**src/rtl/tum_pkg.sv**
```systemverilog
package tum_pkg;
  typedef enum logic [1:0] {
    MODE_TEST_NARROW = 2'd0,
    MODE_TEST_WIDE   = 2'd1,
    MODE_INSERT      = 2'd2,
    MODE_RESERVED    = 2'd3
  } tum_mode_e;

  localparam logic [1:0] CC_NONE  = 2'd0;
  localparam logic [1:0] CC_LOW   = 2'd1;
  localparam logic [1:0] CC_HIGH  = 2'd2;
  localparam logic [1:0] CC_ALL   = 2'd3;
endpackage

```
**src/rtl/tum_lead_one.sv**
```systemverilog
module tum_lead_one #(
  parameter int W = 64,
  localparam int IDX_W = $clog2(W)
) (
  input  logic [W-1:0]     vec_i,
  output logic [IDX_W-1:0] pos_o,
  output logic             found_o
);
  always_comb begin
    pos_o   = '0;
    found_o = 1'b0;
    for (int i = 0; i < W; i++) begin
      if (vec_i[i]) begin
        pos_o   = IDX_W'(i);
        found_o = 1'b1;
      end
    end
  end

  always_comb begin

    lead_pos_chk: assert (!found_o || ((vec_i >> pos_o) == W'(1)))
      else $error("leading-one position does not mark the top set bit");
  end
endmodule

```
**src/rtl/tum_sel_class.sv**
```systemverilog
module tum_sel_class #(
  parameter int W = 64
) (
  input  logic [W-1:0] value_i,
  input  logic [W-1:0] mask_i,
  output logic         none_o,
  output logic         all_o
);
  logic [W-1:0] picked;

  always_comb begin
    picked = value_i & mask_i;
    none_o = (picked == '0);
    all_o  = (picked == mask_i);
  end
endmodule

```
**src/rtl/tum_cc_map.sv**
```systemverilog
module tum_cc_map
  import tum_pkg::*;
(
  input  tum_mode_e  mode_i,
  input  logic       none_i,
  input  logic       all_i,
  input  logic       lead_bit_i,
  output logic [1:0] cc_o
);
  always_comb begin
    cc_o = CC_NONE;
    unique case (mode_i)
      MODE_TEST_NARROW: begin
        if (none_i)     cc_o = CC_NONE;
        else if (all_i) cc_o = CC_ALL;
        else            cc_o = CC_LOW;
      end
      MODE_TEST_WIDE: begin
        if (none_i)          cc_o = CC_NONE;
        else if (all_i)      cc_o = CC_ALL;
        else if (lead_bit_i) cc_o = CC_HIGH;
        else                 cc_o = CC_LOW;
      end
      MODE_INSERT: begin
        if (none_i)          cc_o = CC_NONE;
        else if (lead_bit_i) cc_o = CC_LOW;
        else                 cc_o = CC_HIGH;
      end
      default: cc_o = CC_NONE;
    endcase
  end

  always_comb begin

    insert_no_all_chk: assert (mode_i != MODE_INSERT || cc_o != CC_ALL)
      else $error("insert mode produced the all-ones code");

    narrow_no_high_chk: assert (mode_i != MODE_TEST_NARROW || cc_o != CC_HIGH)
      else $error("narrow test produced code 2");
  end
endmodule

```
**src/rtl/tum_cond_eval.sv**
```systemverilog
module tum_cond_eval
  import tum_pkg::*;
#(
  parameter int DATA_W = 64,
  localparam int HALF_W = DATA_W / 2,
  localparam int IDX_W  = $clog2(DATA_W)
) (
  input  logic [1:0]        mode_i,
  input  logic [DATA_W-1:0] value_i,
  input  logic [DATA_W-1:0] mask_i,
  output logic [1:0]        cc_o
);
  tum_mode_e         mode;
  logic [DATA_W-1:0] value_eff;
  logic [DATA_W-1:0] mask_eff;
  logic [IDX_W-1:0]  lead_pos;
  logic              lead_found;
  logic              sel_none;
  logic              sel_all;
  logic              lead_bit;

  always_comb begin
    mode = tum_mode_e'(mode_i);
    if (mode == MODE_TEST_NARROW) begin
      value_eff = {{HALF_W{1'b0}}, value_i[HALF_W-1:0]};
      mask_eff  = {{HALF_W{1'b0}}, mask_i[HALF_W-1:0]};
    end else begin
      value_eff = value_i;
      mask_eff  = mask_i;
    end
  end

  tum_lead_one #(.W(DATA_W)) u_lead (
    .vec_i   (mask_eff),
    .pos_o   (lead_pos),
    .found_o (lead_found)
  );

  tum_sel_class #(.W(DATA_W)) u_class (
    .value_i (value_eff),
    .mask_i  (mask_eff),
    .none_o  (sel_none),
    .all_o   (sel_all)
  );

  assign lead_bit = lead_found & value_eff[lead_pos];

  tum_cc_map u_map (
    .mode_i     (mode),
    .none_i     (sel_none),
    .all_i      (sel_all),
    .lead_bit_i (lead_bit),
    .cc_o       (cc_o)
  );

  always_comb begin

    zero_mask_chk: assert (mask_i != '0 || cc_o == CC_NONE)
      else $error("zero mask gave a nonzero code");

    rsv_mode_chk: assert (mode_i != 2'd3 || cc_o == CC_NONE)
      else $error("reserved mode gave a nonzero code");

    test_all_chk: assert (!(mode_i inside {2'd0, 2'd1}) || !lead_found
                          || !sel_all || cc_o == CC_ALL)
      else $error("all masked bits set but code is not 3");
  end
endmodule

```
**config.mk**
```make
export PLATFORM = sky130hd
export DESIGN_NAME = tum_cond_eval
export DESIGN_NICKNAME = d
export VERILOG_FILES = /design/src/rtl/tum_pkg.sv /design/src/rtl/tum_lead_one.sv /design/src/rtl/tum_sel_class.sv /design/src/rtl/tum_cc_map.sv /design/src/rtl/tum_cond_eval.sv
export SDC_FILE = /design/constraint.sdc
export NUM_CORES = 1
export LEC_CHECK = 0
export ABC_AREA = 1
export BUFFER_PORTS_ARGS = -buffer_cell sky130_fd_sc_hd__buf_2
export CAP_MARGIN = 40
export CORE_MARGIN = 3
export CORE_UTILIZATION = 49
export DETAILED_ROUTE_END_ITERATION = 6
export PLACE_DENSITY = 0.85
export SYNTH_ARGS = -nofsm -noshare
export SYNTH_HDL_FRONTEND = slang
export SYNTH_SLANG_ARGS = --single-unit
```
**constraint.sdc**
```tcl
create_clock -name vclk -period 8
set_clock_uncertainty 0.1 [all_clocks]
set_input_delay 2 -clock vclk [all_inputs]
set_output_delay 2 -clock vclk [all_outputs]
set_load 0.01 [all_outputs]
```
==> key figures, run 1 <==
Outcome
  – Outcome: finished, violations left
  – Violated checks: negative setup slack

Clocking
  – Post-CTS Hold Fix Bufs: 0

Global route
  – Initial antenna violation count: 0
  – Vias in the first global route: roughly 4200
  – Largest net degree at the start of global routing: 37
  – Grt total ovfl: 0
  – First-pass GRT wire length: ~19000 um
  – Global-route usage over all layers: 0.362

Final layout
  – Final net count: approximately 860
  – Clock buffer cells: 0
  – Synth-to-Final Area Change: 43.7%
  – Area occupied by multi-input gates: between 2000 and 2500 um^2
  – Share of post-route cells with drive strength above 1: 0.300
  – Antenna Cells: 0
  – Fillers: 451
  – Final non-filler cell total: ~800
  – Num sequential: 0
  – Storage cell area: 0 um^2
  – Fin util: 0.737

Routing
  – Final WL: between 10000 and 15000 um
  – First-pass DRT Iterations: 7
  – Detailed-route DRC error count: 0
  – Initial DRC Count: approximately 560
  – Vias/cell: just under 6
  – DR vias: 4664
  – Wire length per cell: ~16 um
  – Post-DRT Antenna Nets: 0

Timing
  – Final Max Tran Viols: 0
  – Tightest Pin Transition: roughly 0.7 ns
  – RSZ-0062 raised after global routing: yes
  – Fmax: ~120 MHz
  – # setup viols final: 2
  – Hold WS: between 4 and 5 ns
  – Fin crit share: 1.07
  – Relative slew margins: 0.538
  – Endpoints failing hold: 0
  – Setup TNS: -0.982 ns
  – Final WS setup: -0.532 ns
  – Final min period: 8.53 ns

Die
  – Number of I/O pins: about 130
  – Initial Utilization: 0.513
  – Rows: 26
  – Die height: around 80 um
  – Die area: between 6000 and 7000 um^2
  – Core area: 5170 um^2
  – Die X: slightly below 80 um

Synth
  – YS warnings: 0
  – Syn Inst Count: around 580
  – Mean Syn Cell Area: 4.56 um^2
  – Distinct cells, synth: 34
  – Post-Syn Area: approximately 2700 um^2
  – Syn nets: roughly 710
  – Seq/Total Area, Yosys: 0

Worst hold path
  – Hold Crit Start: mode_i[1]
  – Hold endpoint: cc_o[1]
  – Hold crit path type: input port to output pin
  – Worst hold path depth: 5

Place
  – Placed insts: a little under 800
  – Routability-driven placement congestion ratio: approximately 1.2
  – Port-buffer cells: between 100 and 150
  – Detailed Place HPWL: roughly 10000 um

Pwr
  – Pwr Density: ~68 nW/um^2
  – Max VDD drop: 0.0410 mV
  – Cell leakage power: about 2.3 nW

Setup path
  – CP Capture Type: output pin
  – Crit Path Max Fanout: 7
  – Slowest CP cell: clkbuf_16
  – Crit path DAT: between 6 and 7 ns
  – Max incr delay on CP: 0.17 ns
  – Setup CP Type: input port to output pin
  – Critical path's top delay family: simple AND/OR/NAND/NOR gates
  – Most frequent cell on the critical path: nand2_1
  – Buf/Inv on CP: 4
  – CP Data Required Time: a little under 6 ns
  – Startpoint types: input port

Flow run
  – Number of max-cap violations: 0
[synth_stat cells, types with 4 or more instances]
master | number | area share
a21oi_1 | 4 | 0.0076
a221oi_1 | 12 | 0.040
clkbuf_1 | 8 | 0.011
inv_1 | 87 | 0.12
nand2_1 | 222 | 0.31
nand3_1 | 86 | 0.16
nand4_1 | 5 | 0.012
nor2_1 | 63 | 0.089
nor4_1 | 10 | 0.024
o21ai_0 | 8 | 0.015
o22ai_1 | 35 | 0.083
[placed cells by master, fill, tap and decap left out, drive strengths merged, types with 2 or more instances in the layout]
master	count
o21bai	2
o31ai	3
o2111ai	2
o21ai	8
nor3	2
clkbuf	3
a31oi	2
nor2	63
a221oi	12
inv	88
buf	160
o22ai	35
nand4	5
nor4	10
nand3	88
a22o	3
nand2	226
a21oi	5
nand3b	2
[timing repair]
| item | 4_1_cts | 5_1_grt |
|---|---|---|
| gates resized for setup | 1 | 51 |
| endpoints found under the setup margin | 2 | 2 |
| pin swaps | 1 | 12 |
| cloned | 0 | 3 |
| buffers inserted | 0 | 0 |
[logic make-up (layout without fill, tap and decap cells)]
group                  after synthesis  after routing  synth area share
AND/OR/NAND/NOR                    397            397             0.634
buffers and inverters              107            252             0.165
AO/OA/AOI/OAI                       77             77             0.201
[metal layers]
layer | vias to the layer above | wire length (um) | GRT usage
met5 | - | 0 | 0
met4 | 0 | 561 | 0.0825
met3 | 68 | 1470 | 0.0440
met2 | 357 | 5590 | 0.631
met1 | 2012 | 5050 | 0.472
li1 | 2227 | - | -
[where the power goes]
group / switching (mW) / total, mW / leakage, nW / internal (mW)
clock: 0 / 0 / 0 / 0
sequential: 0 / 0 / 0 / 0
combinational: 0.154 / 0.259 / 2.26 / 0.105
[metrics by stage]
step,cell area (um^2),worst slack (ns),total power [mW]
2_1_floorplan,2650,0.297,0.134
3_3_place_gp,3530,-0.378,0.220
3_5_place_dp,3530,-0.448,0.223
4_1_cts,3540,-0.439,0.224
5_1_grt,3810,-1.24,0.281
6_report,3810,-0.532,0.259
[area by class of cell]
| cell class | count | area share |
|---|---|---|
| multi-input cells | 474 | 0.630 |
| repair buffers | 163 | 0.258 |
| inverters | 89 | 0.0883 |
| well taps | 70 | 0.0230 |
[worst max-delay path by stage]
stage / start / to / slack, ns / depth (start not counted)
2_1_floorplan: mask_i[2] / cc_o[0] / 0.30 / 75
3_3_place_gp: mask_i[2] / cc_o[0] / -0.38 / 77
3_5_place_dp: mask_i[2] / cc_o[0] / -0.45 / 77
4_1_cts: mask_i[2] / cc_o[0] / -0.44 / 77
5_1_grt: mask_i[1] / cc_o[0] / -1.24 / 76
6_report: mask_i[2] / cc_o[0] / -0.53 / 77
No activity file was read; power rests on OpenSTA's default activity.
==> inputs of run 2 (changes only) <==
--- a/config.mk
+++ b/config.mk
@@ -14,2 +14,3 @@
 export PLACE_DENSITY = 0.85
+export RECOVER_POWER = 100
 export SYNTH_ARGS = -nofsm -noshare
--- a/constraint.sdc
+++ b/constraint.sdc
@@ -4,2 +4,2 @@
 set_output_delay 2 -clock vclk [all_outputs]
-set_load 0.01 [all_outputs]
+set_load 0.1 [all_outputs]
==> key figures, run 2 (synthesis results as in run 1) <==
Outcome
  – Outcome: finished, violations left
  – Violated checks: negative setup slack

Setup path
  – Max incr delay on CP: 0.17 ns (about the same)
  – Most frequent cell on the critical path: nand2_1
  – Crit Path Max Fanout: 8 (+1)
  – Setup CP Type: input port to output pin
  – Startpoint types: input port
  – CP Data Required Time: 5.90 ns (about the same)
  – Slowest CP cell: buf_12
  – Crit path DAT: 6.61 ns (+0.18 ns)
  – CP Capture Type: output pin

Global route
  – Largest net degree at the start of global routing: 41 (+11%)
  – Initial antenna violation count: 0 (unchanged)
  – Vias in the first global route: 4257 (+2.4%)
  – Global-route usage over all layers: 0.361 (-0.00141)
  – First-pass GRT wire length: 18900 um (unchanged)
  – Grt total ovfl: 0 (unchanged)

Pwr
  – Max VDD drop: 0.0437 mV (+6.4%)
  – Clock share of power: 0 (unchanged)
  – Net load switching power: 159 uW (+3.1%)
  – Pwr Density: 70.4 nW/um^2 (+3.8%)
  – Int Pwr: 109 uW (+3.9%)
  – Total power: 268 uW (+3.4%)
  – Sequential power share: 0 (unchanged)
  – Comb power frac: 1.000 (about the same)
  – Switching Share: 0.593 (-0.00167)
  – Cell leakage power: 2.28 nW (+0.57%)

Final layout
  – Storage cell area: 0 um^2 (unchanged)
  – Final non-filler cell total: 800 (+0.50%)
  – Clock buffer cells: 0 (unchanged)
  – Synth-to-Final Area Change: 43.3%
  – Antenna Cells: 0 (unchanged)
  – Share of post-route cells with drive strength above 1: 0.278 (-0.0222)
  – Num sequential: 0 (unchanged)
  – Fin util: 0.734 (-0.00242)
  – Fillers: 487 (+8.0%)
  – Commonest cells after routing, fill and taps aside: nand2_1, buf_2, inv_1
  – Most common cell after layout, fill and taps aside: nand2_1
  – Final net count: 862 (+0.47%)
  – Final instance area: 3800 um^2 (-0.33%)

Timing
  – Endpoints failing hold: 0 (unchanged)
  – Hold WS: 4.40 ns (+0.0851 ns)
  – Final min period: 8.71 ns (+0.176 ns)
  – RSZ-0062 raised after global routing: yes
  – # setup viols final: 2 (unchanged)
  – Final Max Tran Viols: 0 (unchanged)
  – Fmax: 115 MHz (-2.0%)
  – Tightest Pin Transition: 0.550 ns (-0.143 ns)
  – Relative slew margins: 0.630 (+0.0923)
  – Fin crit share: 1.09 (+0.0220)
  – Final WS setup: -0.707 ns (-0.176 ns)
  – Setup TNS: -1.39 ns (-0.407 ns)

Die
  – Die X: 79.6 um (unchanged)
  – Die height: 79.6 um (unchanged)
  – Initial Utilization: 0.513 (unchanged)
  – Core area: 5170 um^2 (unchanged)
  – Number of I/O pins: 132 (unchanged)
  – Rows: 26 (unchanged)
  – Die area: 6330 um^2 (unchanged)

Routing
  – Detailed-route DRC error count: 0 (unchanged)
  – DR vias: 4720 (+1.2%)
  – Wire length per cell: 15.3 um (-3.9%)
  – Initial DRC Count: 631 (+13%)
  – Post-DRT Antenna Nets: 0 (unchanged)
  – Vias/cell: 5.90 (+0.69%)
  – First-pass DRT Iterations: 6 (-1)
  – Final WL: 12200 um (-3.4%)

Place
  – Detailed Place HPWL: 10100 um (+0.45%)
  – Placed inst area: 3620 um^2 (+2.4%)
  – Routability-driven placement congestion ratio: 1.12 (-2.4%)
  – Place WS: -0.597 ns (-0.149 ns)
  – Port-buffer cells: 132 (unchanged)
  – Placed insts: 797 (+0.50%)

Flow run
  – Number of max-cap violations: 0 (unchanged)

Worst hold path
  – Worst hold path depth: 5 (unchanged)
  – Hold crit path type: input port to output pin
-- run 2: cell types whose count changed in the layout (fill, tap and decap cells not counted), sizes merged --
cell / before / now
buf: 160 / 166
clkbuf: 3 / 1
-- run 2: worst max-delay path, delay by kind of cell --
kind,cells,cell delay (ns)
AND/OR/NAND/NOR,73,4.16
buffers and inverters,3,0.45
-- run 2: final cells by class --
cell class	count	area, um^2	area share
multi-input cells	474	2350	0.618
repair buffers	167	1030	0.271
well taps	70	87.6	0.0231
inverters	89	334	0.0879
-- run 2: metal layers --
metal | wire, um | track usage | share of wire | vias to the layer above
met5 | 0 | 0 | 0 | -
met4 | 692 | 0.174 | 0.057 | 0
met3 | 1580 | 0.0361 | 0.13 | 73
met2 | 5360 | 0.604 | 0.44 | 394
met1 | 4610 | 0.458 | 0.38 | 2023
li1 | - | - | - | 2230
-- run 2: worst paths after layout --
check	startpoint	end	slack [ns]
max	mask_i[1]	cc_o[0]	-0.71
min	mode_i[1]	cc_o[1]	4.40
-- run 2: repair_timing --
item                       CTS  global route
buffers inserted             0             1
resized for setup            4            26
cloned                       1             1
pin swaps                    0            25
hold buffers                 0             0
setup endpoints to repair    2             2
-- run 2: power groups by stage --
stage               clock (mW)  sequential (mW)  combinational (mW)
CTS                          0                0               0.248
floorplan                    0                0               0.146
global placement             0                0               0.238
detailed placement           0                0               0.241
finish                       0                0               0.268
global route                 0                0               0.290
==> inputs of run 3 (changes only) <==
- CAP_MARGIN: 40 -> not set
- MAX_ROUTING_LAYER: not set -> met4
- clock period: 8 -> 8.2 ns (I/O delays scaled with it)
==> key figures, run 3 (synthesis results as in run 1) <==
Die
  – Die X: 79.6 um (unchanged)
  – Initial Utilization: 0.513 (unchanged)
  – Die area: 6330 um^2 (unchanged)
  – Rows: 26 (unchanged)
  – Core area: 5170 um^2 (unchanged)
  – Number of I/O pins: 132 (unchanged)
  – Die height: 79.6 um (unchanged)

Final layout
  – Most common cell after layout, fill and taps aside: nand2_1
  – Storage cell area: 0 um^2 (unchanged)
  – Share of post-route cells with drive strength above 1: 0.248 (-0.0305)
  – Clock buffer cells: 0 (unchanged)
  – Commonest cells after routing, fill and taps aside: nand2_1, buf_2, inv_1
  – Fillers: 487 (unchanged)
  – Synth-to-Final Area Change: 37.9%
  – Final non-filler cell total: 793 (-0.88%)
  – Final instance area: 3660 um^2 (-3.7%)
  – Num sequential: 0 (unchanged)
  – Final net count: 855 (-0.81%)
  – Area occupied by multi-input gates: 2270 um^2 (-3.4%)
  – Fin util: 0.707 (-0.0273)
  – Antenna Cells: 0 (unchanged)

Global route
  – Global-route usage over all layers: 0.370 (+0.00883)
  – First-pass GRT wire length: 18700 um (-0.58%)
  – Initial antenna violation count: 0 (unchanged)
  – Grt total ovfl: 0 (unchanged)
  – Largest net degree at the start of global routing: 44 (+7.3%)
  – Vias in the first global route: 4102 (-3.6%)

Timing
  – Final min period: ~8.8 ns
  – Endpoints failing hold: 0 (unchanged)
  – Final Max Tran Viols: 0 (unchanged)
  – Final WS setup: -0.558 ns (+0.149 ns)
  – Fin crit share: 1.07
  – Tightest Pin Transition: 0.551 ns (+0.000756 ns)
  – Fmax: 114 MHz
  – Relative slew margins: 0.632 (+0.00247)
  – # setup viols final: 2 (unchanged)
  – RSZ-0062 raised after global routing: yes

Flow run
  – Number of max-cap violations: 0 (unchanged)

Worst hold path
  – Hold crit path type: input port to output pin
  – Hold Crit Start: mode_i[0]

Setup path
  – Most frequent cell on the critical path: nand2_1
  – CP startpoint: mask_i[1]
  – CP Data Required Time: 6.05 ns (+0.15 ns)
  – Crit path to: cc_o[0]
  – Critical path's top delay family: simple AND/OR/NAND/NOR gates
  – Buf/Inv on CP: 3 (unchanged)
  – Crit path DAT: 6.61 ns (about the same)
  – Crit Path Max Fanout: 8 (unchanged)
  – Slowest CP cell: buf_12
  – CP Capture Type: output pin
  – Startpoint types: input port
  – Critical path depth: 76 (unchanged)
  – Max incr delay on CP: 0.17 ns (about the same)
  – Setup CP Type: input port to output pin

Place
  – Placed insts: 791 (-0.75%)
  – Routability-driven placement congestion ratio: 1.23 (+9.4%)
  – Placed inst area: 3570 um^2 (-1.3%)
  – Detailed Place HPWL: 9950 um (-1.2%)
  – Port-buffer cells: 132 (unchanged)

Routing
  – Detailed-route DRC error count: 0 (unchanged)
  – Wire length per cell: 15.3 um (-0.14%)
  – Final WL: 12100 um (-1.0%)
  – Initial DRC Count: 536 (-15%)
  – Post-DRT Antenna Nets: 0 (unchanged)
  – First-pass DRT Iterations: 6 (unchanged)
  – Vias/cell: 5.84 (-0.98%)
  – DR vias: 4633 (-1.8%)

Pwr
  – Cell leakage power: 2.21 nW (-2.9%)
  – Max VDD drop: 0.0558 mV (+28%)
  – Pwr Density: 68.0 nW/um^2 (-3.4%)

Outcome
  – Violated checks: negative setup slack
  – Outcome: finished, violations left
## run 3: cell count changes in the layout (fill, tap and decap cells not counted), sizes merged
cell	previous run	this run
clkbuf	1	0
buf	166	160
## run 3: worst min-delay path, cell delays in order
cell,delay (ns)
buf_2,0.10
nor2_1,0.06
nand2_1,0.07
nand3_2,0.08
buf_12,0.17
## run 3: final cells by class
type / instances / area share
inverters: 89 / 0.0913
multi-input cells: 474 / 0.620
well taps: 70 / 0.0239
repair buffers: 160 / 0.265
## run 3: metal layers
layer  global-route usage  routed length (um)  vias to the layer above
met5                    -                   0                        -
met4                0.149                 592                        0
met3               0.0406                1390                       59
met2                0.615                5420                      345
met1                0.454                4710                     2019
li1                     -                   -                     2210
## run 3: repair_timing
action / 4_1_cts / 5_1_grt
buffers inserted: 2 / 0
pin swaps: 15 / 2
setup endpoints to repair: 2 / 2
hold buffers: 0 / 0
cloned: 1 / 0
resized for setup: 8 / 4
## run 3: report_power, final
part           switching, mW  internal (mW)
Sequential                 0              0
Clock                      0              0
Combinational          0.149         0.0998
Total                  0.149         0.0998
## run 3: through the flow
step	hold slack, ns	power [mW]	setup slack [ns]	TNS [ns]
floorplan	4.55	0.141	0.0499	0
global placement	4.49	0.230	-0.350	-0.646
detailed placement	4.51	0.233	-0.509	-0.927
CTS	4.49	0.241	-0.502	-0.941
global route	4.54	0.270	-1.12	-2.18
finish	4.49	0.249	-0.558	-1.05
## run 3: worst min-delay path by stage
stage / cells after the start / end
finish: 5 / cc_o[0]
global route: 5 / cc_o[0]
CTS: 5 / cc_o[0]
detailed placement: 5 / cc_o[0]
global placement: 5 / cc_o[0]
floorplan: 3 / cc_o[0]
